`config.mk`:
```
export PLATFORM = sky130hd
export DESIGN_NAME = phsat_alu
export DESIGN_NICKNAME = d
export VERILOG_FILES = /design/src/rtl/phsat_pkg.sv /design/src/rtl/phsat_clamp.sv /design/src/rtl/phsat_lane.sv /design/src/rtl/phsat_alu.sv
export SDC_FILE = /design/constraint.sdc
export NUM_CORES = 1
export LEC_CHECK = 0
export BUFFER_PORTS_ARGS = -buffer_cell sky130_fd_sc_hd__buf_2
export CORE_AREA = 2 2 304 156
export DETAILED_ROUTE_END_ITERATION = 8
export DIE_AREA = 0 0 306 158
export GPL_TIMING_DRIVEN = 0
export PLACE_DENSITY = 0.67
export SLEW_MARGIN = 5
export SYNTH_ARGS = -nofsm -noshare
export SYNTH_HDL_FRONTEND = slang
export SYNTH_HIERARCHICAL = 1
export SYNTH_SLANG_ARGS = --single-unit
```
`constraint.sdc`:
```
create_clock -name clk_i -period 0.8 [get_ports clk_i]
set_input_delay 0.12 -clock clk_i [delete_from_list [all_inputs] [get_ports clk_i]]
set_output_delay 0.12 -clock clk_i [all_outputs]
set_load 0.02 [all_outputs]
```
`src/rtl/phsat_pkg.sv`:
```
package phsat_pkg;
  typedef enum logic [2:0] {
    OP_ADD_SS  = 3'd0,
    OP_SUB_SS  = 3'd1,
    OP_ADD_US  = 3'd2,
    OP_SUB_US  = 3'd3,
    OP_AVG     = 3'd4,
    OP_SHL_ADD = 3'd5,
    OP_SHR_ADD = 3'd6,
    OP_NONE    = 3'd7
  } op_e;
endpackage

```
`src/rtl/phsat_clamp.sv`:
```
module phsat_clamp #(
  parameter int LANE_W = 16,
  parameter int EXT_W  = 20
) (
  input  logic signed [EXT_W-1:0]  val_i,
  input  logic                     uns_i,
  output logic        [LANE_W-1:0] res_o
);
  localparam logic signed [EXT_W-1:0] SMAX = EXT_W'((64'sd1 <<< (LANE_W-1)) - 64'sd1);
  localparam logic signed [EXT_W-1:0] SMIN = EXT_W'(-(64'sd1 <<< (LANE_W-1)));
  localparam logic signed [EXT_W-1:0] UMAX = EXT_W'((64'sd1 <<< LANE_W) - 64'sd1);
  localparam logic signed [EXT_W-1:0] ZERO = '0;

  always_comb begin
    if (uns_i) begin
      if (val_i < ZERO)      res_o = '0;
      else if (val_i > UMAX) res_o = '1;
      else                   res_o = val_i[LANE_W-1:0];
    end else begin
      if (val_i > SMAX)      res_o = {1'b0, {(LANE_W-1){1'b1}}};
      else if (val_i < SMIN) res_o = {1'b1, {(LANE_W-1){1'b0}}};
      else                   res_o = val_i[LANE_W-1:0];
    end
  end
endmodule

```
`src/rtl/phsat_lane.sv`:
```
module phsat_lane
  import phsat_pkg::*;
#(
  parameter int LANE_W = 16,
  parameter int SH_W   = 2,
  parameter int EXT_W  = LANE_W + (1 << SH_W)
) (
  input  op_e               op_i,
  input  logic [SH_W-1:0]   sh_i,
  input  logic [LANE_W-1:0] a_i,
  input  logic [LANE_W-1:0] b_i,
  output logic [LANE_W-1:0] res_o
);
  localparam int PAD_W = EXT_W - LANE_W;

  logic signed [EXT_W-1:0] a_s, a_u, b_s, sum;
  logic                    uns;
  logic [LANE_W:0]         avg_sum;
  logic [LANE_W-1:0]       avg_res, sat_res;

  assign a_s = {{PAD_W{a_i[LANE_W-1]}}, a_i};
  assign a_u = {{PAD_W{1'b0}}, a_i};
  assign b_s = {{PAD_W{b_i[LANE_W-1]}}, b_i};

  // average: ORing the dropped bit is a sticky round
  assign avg_sum = {1'b0, a_i} + {1'b0, b_i};
  assign avg_res = avg_sum[LANE_W:1] | {{(LANE_W-1){1'b0}}, avg_sum[0]};

  always_comb begin
    uns = 1'b0;
    unique case (op_i)
      OP_ADD_SS:  sum = a_s + b_s;
      OP_SUB_SS:  sum = a_s - b_s;
      OP_ADD_US:  begin sum = a_u + b_s; uns = 1'b1; end
      OP_SUB_US:  begin sum = a_u - b_s; uns = 1'b1; end
      OP_SHL_ADD: sum = (a_s <<< sh_i) + b_s;
      OP_SHR_ADD: sum = (a_s >>> sh_i) + b_s;
      default:    sum = '0;
    endcase
  end

  phsat_clamp #(.LANE_W(LANE_W), .EXT_W(EXT_W)) u_clamp (
    .val_i(sum),
    .uns_i(uns),
    .res_o(sat_res)
  );

  always_comb begin
    unique case (op_i)
      OP_AVG:  res_o = avg_res;
      OP_NONE: res_o = '0;
      default: res_o = sat_res;
    endcase
  end
endmodule

```
`src/rtl/phsat_alu.sv`:
```
module phsat_alu
  import phsat_pkg::*;
#(
  parameter  int LANE_W    = 16,
  parameter  int NUM_LANES = 4,
  parameter  int SH_W      = 2,
  parameter  bit REG_OUT   = 1'b1,
  localparam int DATA_W    = LANE_W * NUM_LANES
) (
  input  logic              clk_i,
  input  logic              rst_ni,
  input  logic              valid_i,
  input  logic [2:0]        op_i,
  input  logic [SH_W-1:0]   shamt_i,
  input  logic [DATA_W-1:0] a_i,
  input  logic [DATA_W-1:0] b_i,
  output logic              valid_o,
  output logic [DATA_W-1:0] result_o
);
  localparam int EXT_W = LANE_W + (1 << SH_W);

  op_e               op;
  logic [DATA_W-1:0] res_d;

  assign op = op_e'(op_i);

  for (genvar l = 0; l < NUM_LANES; l++) begin : g_lane
    phsat_lane #(.LANE_W(LANE_W), .SH_W(SH_W), .EXT_W(EXT_W)) u_lane (
      .op_i (op),
      .sh_i (shamt_i),
      .a_i  (a_i[l*LANE_W +: LANE_W]),
      .b_i  (b_i[l*LANE_W +: LANE_W]),
      .res_o(res_d[l*LANE_W +: LANE_W])
    );
  end

  if (REG_OUT) begin : g_reg
    always_ff @(posedge clk_i or negedge rst_ni) begin
      if (!rst_ni) begin
        valid_o  <= 1'b0;
        result_o <= '0;
      end else begin
        valid_o <= valid_i;
        if (valid_i) result_o <= res_d;
      end
    end
  end else begin : g_comb
    assign valid_o  = valid_i;
    assign result_o = res_d;
  end
endmodule

```
## Word-level counts from Yosys, hierarchy flattened

Cells that the tools add are included.

| word-level totals | value |
|---|---|
| register bits after elaboration | 65 |
| output and inout bits | 65 |

| cells by class | value |
|---|---|
| equality and inequality tests | 7 |
| bitwise logic cells | 4 |
| add/subtract/negate cells | 28 |
| shift-type cells | 8 |
| $lt $le $gt $ge | 16 |
| multiplexer cells | 29 |
| reduce and logical (&&, ||, !) cells | 2 |

Operator list:

| operator | count |
|---|---|
| $pmux W20 S6 | 4 |
| $mux W16 | 20 |
| $add A20 B16 Y20 | 8 |
| $add A16 B16 Y17 | 8 |
| $pmux W16 S2 | 4 |
| $gt A20 B16 Y1 const B | 4 |
| $gt A20 B17 Y1 const B | 4 |
| $lt A20 B1 Y1 const B | 4 |
| $lt A20 B16 Y1 const B | 4 |
| $sshl A16 B2 Y20 | 4 |
| $sshr A16 B2 Y20 | 4 |
| $add A17 B16 Y18 | 4 |
| $sub A17 B16 Y18 | 4 |
| $sub A16 B16 Y17 | 4 |
| $or A16 B1 Y16 | 4 |
| $eq A3 B3 Y1 const B | 4 |
| $eq A3 B2 Y1 const B | 2 |
| $eq A3 B1 Y1 const B | 1 |
| $logic_not A3 Y1 | 1 |
| $reduce_or A2 Y1 | 1 |
| $mux W1 | 1 |

## Depth between registers and ports, before layout

Gate-level depths: netlist of the first run.

| depth | value |
|---|---|
| word-level depth | 8 |
| gate-level depth with buffers | 26 |

## Hierarchy

Netlist of the first run, hierarchy kept.

By module, submodules not included:

| module | area an instance (um2) | cells each | instances |
|---|---|---|---|
| phsat_lane (g_lane[0].u_lane ...) | 4111.4 | 641 | 3 |
| phsat_lane (g_lane[1].u_lane) | 3972.6 | 618 | 1 |
| phsat_alu | 2703.8 | 136 | 1 |
| phsat_clamp | 201.4 | 26 | 4 |

## Least setup slack after synthesis of the first run

No wires, ideal clock.

| timing | value |
|---|---|
| path type | in2reg |
| start | in op_i[1] |
| end | reg result_o[24] |
| setup time | 0.125 ns |
| buffers on the path | 4 |
| arrival | 4.773 ns |
| data required time | 0.675 ns |
| stages | 25 |
| setup slack | -4.098 ns |
| path through | buf_2 -> nor2b_1 -> and2_0 -> clkbuf_1 -> clkbuf_1 -> nor2_1 -> a21oi_1 -> o2bb2ai_1 -> ha_1 -> a211oi_2 -> o21ai_0 -> a2111oi_1 -> o21bai_1 -> a211o_1 -> a31oi_2 -> xor2_1 -> o211ai_1 -> nor3_1 -> a21oi_2 -> buf_6 -> o21a_1 -> and3_1 -> a21oi_1 -> o21ai_0 -> mux2_4 |

| between the ends | value |
|---|---|
| cells in the longest elaborated chain, start to end | 7 |
| elaborated cells on any way between the ends | 21 |
| those cells by class | order compare (4); eq/ne (7); mux (8); reduce/logical (2) |

Ends and longest elaborated chain:

| what | RTL line | source |
|---|---|---|
| start: declaration | phsat_alu.sv:13 | `input logic [2:0] op_i,` |
| $eq A3 B3 Y1, or another cell as far along | phsat_lane.sv:31 | `unique case (op_i)` |
| $pmux W20 S6 (*) | phsat_lane.sv:31 |  |
| named net g_lane[1].u_lane.sum[17] | phsat_lane.sv:16 | `logic signed [EXT_W-1:0] a_s, a_u, b_s, sum;` |
| $lt A20 B16 Y1 or $gt A20 B17 Y1 (tied branches) | phsat_clamp.sv:21, phsat_clamp.sv:17 |  |
| $mux W16, on equally long branches | phsat_clamp.sv:21, phsat_clamp.sv:17 |  |
| $mux W16, on equally long branches | phsat_clamp.sv:20, phsat_clamp.sv:16 |  |
| $mux W16 (*) | phsat_clamp.sv:15 | `if (uns_i) begin` |
| named net g_lane[1].u_lane.sat_res[8] | phsat_lane.sv:19 | `logic [LANE_W-1:0] avg_res, sat_res;` |
| $pmux W16 S2 (*) | phsat_lane.sv:49 | `unique case (op_i)` |
| named net res_d[24] | phsat_alu.sv:23 | `logic [DATA_W-1:0] res_d;` |
| end signal: assignment | phsat_alu.sv:44 | `if (valid_i) result_o <= res_d;` |
| end: declaration | phsat_alu.sv:18 | `output logic [DATA_W-1:0] result_o` |

The timed path passes the listed nets; every way through them passes the cells marked *.
A chain may end at the register's enable or synchronous reset.

## Worst setup path in the final report of the first run

| timing | value |
|---|---|
| start | in op_i[0] |
| end | reg result_o[30] |

Same word-level chain as after synthesis.

==> impl_metrics.yaml, run 1 <==
outcome:
  status: "finished, violations left"
  violations: "hold timing, setup timing"
final_layout:
  final_util_pct: 53.79
  area_delta_synth_final_pct: 24.58
  multi_input_area_sq_um: 17580
  finalNetCount: 3470
  drive_gt1_share_pct: 24.51
  final-seq-area_sq_um: 1628
  fill_cells: 4405
  num_antenna_cells: 0
logic_synthesis:
  yosysWarnings: 6
  synthMuxAreaShare_pct: 7.425
  synth-edff-count: 0
  async_reset_ff_share_pct: 100.0
  synth.distinct_cells: 96
  synthSimpleGateAreaFrac_pct: 20.77
  synth-compound-area-share_pct: 34.97
  synth_top_family_by_area: "compound AO/OA/AOI/OAI gates"
  syn_area_sq_um: 19820
  synthFlopType: "dfrtp_1"
  synth-xor-area-share_pct: 6.851
  syn-num-nets: 3137
  ys_seq_elements: 65
  synth-adder-area-share_pct: 14.35
  synthCells: 2781
  syn_area_per_cell_sq_um: 7.126
  yosysSeqAreaShare_pct: 8.208
grt:
  grt_pass1_vias: 21130
  grt_use_total_pct: 30.43
  grt_max_degree: 34
  grt-ovfl-total: 0
  grt_pass1_wl_mm: 118.1
  antenna_found_initial: 0
clock_network:
  clockRootBuffer: "clkbuf_16"
  ctsHoldBuffers: 1
  clock-sinks: 65
  clockBufferDepth: 2
  cts_tree: "done"
  cts_buffers: 9
  clkTransAtPathRegs_ns: 0.05
  cts_max_level: 3
  clk_latency_ns: 0.33
placed_design:
  gp_congestion: 1.053
  port_buffers: 199
  dp_hpwl_mm: 61.77
detailed_routing:
  dr.pass1.iters: 6
  vias: 23210
  dr.first_iter.drc_count: 2854
  drc: 0
  vias_per_cell: 6.228
  wire_per_inst_um: 20.78
  ant_nets: 0
  routed_wl_mm: 77.44
die:
  coreArea_sq_um: 45890
  pin_count: 201
  die-width_um: 306
  die-area_sq_um: 48350
  initial_core_util_pct: 43.18
  die_h_um: 158
  std_cell_rows: 56
sta:
  hold_ws_ns: -0.2595
  worstMarginPinSlew_ns: 0.8146
  min_period_ns: 4.611
  timing.fmax_mhz: 216.9
  slew_headroom_pct: 45.12
  finalSetupViolCount: 129
  fin_crit_sh_pct: 576.4
  layout_setup_ws_ns: -3.811
  finalHoldViolCount: 32
  finClkSkew_ns: 0
  rsz0062_at_grt: "true"
  slew_viol_final: 0
setup_path:
  r2r_cells: 2
  cp_data_arrival_time_ns: 4.83
  critPathTopFamily: "compound AO/OA/AOI/OAI gates"
  cp.required_ns: 1.02
  path_common_cell: "a211o_1"
  reg2reg_slack_ns: -0.16
  timing.rr.start: "result_o[32]$_DFFE_PN0P_"
  path_buf_inv: 3
  cp_max_fo: 6
  slowest_stage: "a2111oi_4"
  startpoint_type: "input pin"
  crit_type: "input pin to flop"
  end_kind: "flop"
  timing.rr.end: "result_o[32]$_DFFE_PN0P_"
  cpPeakStageDelay_ns: 0.36
worst_hold_path:
  hold_path_class: "input pin to async pin"
pwr:
  leakage_nw: 10.96
  powerDensity_nw_per_um2: 1523
  irDropWorstVdd_v: 0.001239
flow_run:
  drv_cap: 0
==> per-layer routing <==
layer	vias to the layer above	wire, um	GRT usage [%]
met5	-	0	0
met4	0	1712	7.014
met3	105	7139	6.171
met2	1161	31390	43.47
met1	11100	37210	45.93
li1	10840	-	-
==> power by group <==
group | switching [W] | total (W) | internal [W]
logic | 0.0154 | 0.0284 | 0.0130
registers | 0.00121 | 0.00556 | 0.00436
clock network | 0.00141 | 0.00364 | 0.00224
total | 0.0180 | 0.0376 | 0.0196
==> logic make-up (layout without fill, tap and decap cells) <==
logic type               after synthesis  in the layout
AO/OA/AOI/OAI                       1040           1040
AND/OR/NAND/NOR                      864            864
buffers and inverters                331            667
adder cells (fa/ha/maj)              220            220
XOR/XNOR                             155            155
multiplexers                         106            106
flip-flops                            65             65
==> state kept, by name, indices dropped and copies added (netlist names) <==
| name | cells |
|---|---|
| valid_o | 1 |
| result_o | 64 |
==> worst max path at each step <==
stage,start,to,depth (start not counted)
2_1_floorplan,op_i[1],result_o[24]$_DFFE_PN0P_,25
3_3_place_gp,shamt_i[0],result_o[24]$_DFFE_PN0P_,24
3_5_place_dp,shamt_i[0],result_o[24]$_DFFE_PN0P_,24
4_1_cts,op_i[1],result_o[30]$_DFFE_PN0P_,25
5_1_grt,op_i[0],result_o[23]$_DFFE_PN0P_,25
6_report,op_i[0],result_o[30]$_DFFE_PN0P_,25
==> cell type report <==
class | count | area share [%]
multi-input cells | 2385 | 71.20
plain buffers | 177 | 5.636
inverters | 151 | 2.448
flip-flops and latches | 65 | 6.594
repair buffers | 325 | 9.964
well taps | 609 | 3.087
clock buffers | 14 | 1.069
==> Yosys cell counts (12+ instances only) <==
cell | instances | area [sq um]
dfrtp_1 | 65 | 1627
nor2b_1 | 22 | 137.6
clkbuf_1 | 115 | 431.7
or3_1 | 12 | 75.07
ha_1 | 208 | 2603
a22oi_1 | 53 | 397.9
o22ai_1 | 46 | 287.8
mux2_4 | 60 | 900.9
nand3_1 | 79 | 395.4
mux2i_1 | 30 | 300.3
o21ai_1 | 26 | 130.1
a21o_1 | 48 | 360.4
o21a_1 | 78 | 585.6
inv_1 | 135 | 506.7
xnor2_1 | 88 | 770.7
a21oi_1 | 228 | 1141
nand2b_1 | 54 | 337.8
a211oi_1 | 40 | 300.3
buf_1 | 16 | 60.06
o21ai_0 | 237 | 1186
nor2_1 | 228 | 855.8
o211ai_1 | 52 | 390.4
nand4_1 | 13 | 81.33
o21bai_1 | 35 | 262.8
o31ai_1 | 24 | 180.2
inv_2 | 16 | 60.06
nor3_1 | 59 | 295.3
and3_1 | 32 | 200.2
o32ai_1 | 12 | 105.1
buf_2 | 24 | 120.1
a31oi_1 | 35 | 219.0
fa_1 | 12 | 240.2
nand2_1 | 292 | 1096
xor2_1 | 67 | 586.8
==> stage by stage <==
stage	setup WS, ns	cells	cell area (sq um)	setup TNS [ns]	total power (W)
2_1_floorplan	-3.537	2781	20040	-212.62	0.02166
6_report	-3.811	3726	24690	-247.74	0.03761
4_1_cts	-3.680	3694	24060	-241.17	0.03607
3_3_place_gp	-5.090	3589	21800	-351.35	0.02793
3_5_place_dp	-5.199	3590	21820	-311.25	0.02838
5_1_grt	-3.950	3726	24690	-258.38	0.04001
==> cells in the final DEF (no fill, tap or decap), types with 53 or more instances in the layout <==
| cell type | Yosys | routed |
|---|---|---|
| nand2_1 | 292 | 286 |
| nor2_1 | 228 | 226 |
| a21oi_1 | 228 | 212 |
| ha_1 | 208 | 198 |
| buf_2 | 24 | 158 |
| o21ai_0 | 237 | 147 |
| inv_1 | 135 | 132 |
| buf_4 | 7 | 127 |
| xnor2_1 | 88 | 88 |
| buf_6 | 8 | 84 |
| o21ai_1 | 26 | 84 |
| o21a_1 | 78 | 78 |
| nand3_1 | 79 | 73 |
| xor2_1 | 67 | 67 |
| clkbuf_1 | 115 | 66 |
| dfrtp_1 | 65 | 64 |
| mux2_4 | 60 | 63 |
| nand2b_1 | 54 | 54 |
| nor3_1 | 59 | 53 |
==> what timing repair did <==
action                     4_1_cts  5_1_grt
hold endpoints to repair        33       32
setup endpoints to repair      129      129
pin swaps                       93      109
gates cloned                     4        0
setup buffers                   85       36
resized for setup              368      115
Note: power is estimated with default switching activity, not from simulation.
==> inputs of run 2 (changes only) <==
- GPL_ROUTABILITY_DRIVEN: default -> 0
- SETUP_SLACK_MARGIN: default -> 0.3
==> impl_metrics.yaml, run 2 (synthesis results as in run 1) <==
detailed_routing:
  routed_wl_mm: 76.01
  dr.pass1.iters: 6
  vias_per_cell: 6.230
  drc: 0
  vias: 23160
  dr.first_iter.drc_count: 2929
  ant_nets: 0
  wire_per_inst_um: 20.45
sta:
  worstMarginPinSlew_ns: 0.8357
  rsz0062_at_grt: "true"
  finalHoldViolCount: 33
  slew_viol_final: 0
  layout_setup_ws_ns: -3.911
  fin_crit_sh_pct: 588.9
  finClkSkew_ns: 0
  slew_headroom_pct: 43.91
  fin_tns_setup_ns: -254.93
  finalSetupViolCount: 129
  hold_ws_ns: -0.2685
  timing.fmax_mhz: 212.3
  min_period_ns: 4.711
final_layout:
  final-seq-area_sq_um: 1704
  final_common_cell: "nand2_1"
  final_cell_mix: "287 x nand2_1, 225 x nor2_1, 211 x a21oi_1, 196 x ha_1, 163 x buf_2"
  finalNetCount: 3459
  fill_cells: 4341
  top_register: "result_o"
  largest_reg_flops: 64
  drive_gt1_share_pct: 26.46
  area_delta_synth_final_pct: 24.25
  reg_top3: "result_o: 64 flops, valid_o: 1 flops"
  multi_input_area_sq_um: 17560
grt:
  antenna_found_initial: 0
  grt-ovfl-total: 0
  grt_max_degree: 34
  grt_pass1_wl_mm: 116.3
  grt_pass1_vias: 21260
  grt_use_total_pct: 29.79
pwr:
  p_comb_share_pct: 75.3
  leakage_nw: 10.81
  switching_share_pct: 47.65
  p_sw_w: 0.01788
  powerDensity_nw_per_um2: 1524
  irDropWorstVdd_v: 0.001039
  intPower_w: 0.01964
  seqPwrFrac_pct: 15.1
  pwr-share-clk_pct: 9.6
die:
  die-width_um: 306
  initial_core_util_pct: 43.18
  coreArea_sq_um: 45890
  die_h_um: 158
  die-area_sq_um: 48350
  pin_count: 201
  std_cell_rows: 56
setup_path:
  crit_type: "input pin to flop"
  cp_max_fo: 5
  end_kind: "flop"
  cp_data_arrival_time_ns: 4.93
  startpoint_type: "input pin"
  cp.required_ns: 1.02
clock_network:
  clkTransAtPathRegs_ns: 0.05
  cts_tree: "done"
  clockRootBuffer: "clkbuf_16"
  clock-sinks: 65
  cts_max_level: 3
  cts_buffers: 9
  clockBufferDepth: 2
  clk_latency_ns: 0.34
outcome:
  violations: "hold timing, setup timing"
  status: "finished, violations left"
placed_design:
  port_buffers: 199
  dp_hpwl_mm: 60.24
flow_run:
  drv_cap: 0
worst_hold_path:
  hold_path_class: "input pin to async pin"
==> run 2: area by class of cell <==
type                    instances  share of cell area, %
diodes                          1                0.01016
plain buffers                 180                  5.529
clock buffers                  15                  1.047
inverters                     151                  2.434
multi-input cells            2385                  71.30
flip-flops and latches         65                  6.921
well taps                     609                  3.095
repair buffers                311                  9.660
==> run 2: timing repair <==
item / CTS / global route
resized for setup: 337 / 144
pin swaps: 105 / 104
buffers inserted: 75 / 31
cloned: 5 / 0
hold endpoints to repair: 33 / 33
endpoints found under the setup margin: 129 / 129
==> run 2: final timing paths <==
path,depth (start not counted),start,to,slack (ns)
max,25,op_i[0],result_o[62]$_DFFE_PN0P_,-3.91
min,1,rst_ni,result_o[63]$_DFFE_PN0P_,-0.27
max reg2reg,2,result_o[57]$_DFFE_PN0P_,result_o[57]$_DFFE_PN0P_,-0.15
min reg2reg,1,result_o[7]$_DFFE_PN0P_,result_o[7]$_DFFE_PN0P_,0.53
max in group asynchronous,2,rst_ni,result_o[29]$_DFFE_PN0P_,0.49
min in group clk_i,1,valid_i,valid_o$_DFF_PN0_,-0.06
==> run 2: metrics by stage <==
step,total power [W],cell area [sq um],std cells,setup slack [ns],util [%]
2_1_floorplan,0.02188,20120,2781,-3.537,-
4_1_cts,0.03581,23890,3685,-3.692,52.05
3_5_place_dp,0.02849,21900,3590,-5.142,47.71
5_1_grt,0.03996,24620,3716,-3.998,53.64
3_3_place_gp,0.02795,21870,3589,-5.050,47.66
6_report,0.03752,24620,3717,-3.911,53.65
==> run 2: power by group through the flow <==
stage               Clock, W  Combinational (W)  Sequential, W
floorplan                  0             0.0154        0.00647
global placement           0             0.0225        0.00549
detailed placement         0             0.0230        0.00549
CTS                  0.00369             0.0265        0.00567
global route         0.00391             0.0302        0.00581
finish               0.00358             0.0283        0.00568
==> run 2: critical path, cell delays in order <==
cell	delay [ns]
buf_16	0.13
buf_4	0.14
clkbuf_16	0.14
clkinv_8	0.05
and3_4	0.18
buf_8	0.12
mux4_2	0.50
nand2_2	0.07
o21ai_2	0.06
ha_1	0.31
o21ai_2	0.07
o211ai_1	0.30
a31oi_2	0.21
o31ai_4	0.37
a21boi_2	0.12
a21oi_2	0.15
xnor2_1	0.14
o211ai_1	0.20
nor3_2	0.33
a21oi_4	0.16
buf_6	0.18
o21a_1	0.19
and3_1	0.14
a221o_1	0.26
mux2_4	0.25
==> run 2: per-layer routing <==
layer  global-route usage (%)  wire length, um  part of all wire, %
met1                    44.78            36080                   47
met5                        0                0                    0
met2                    42.16            30580                   40
met4                    6.803             1524                  2.0
met3                    6.908             7831                   10
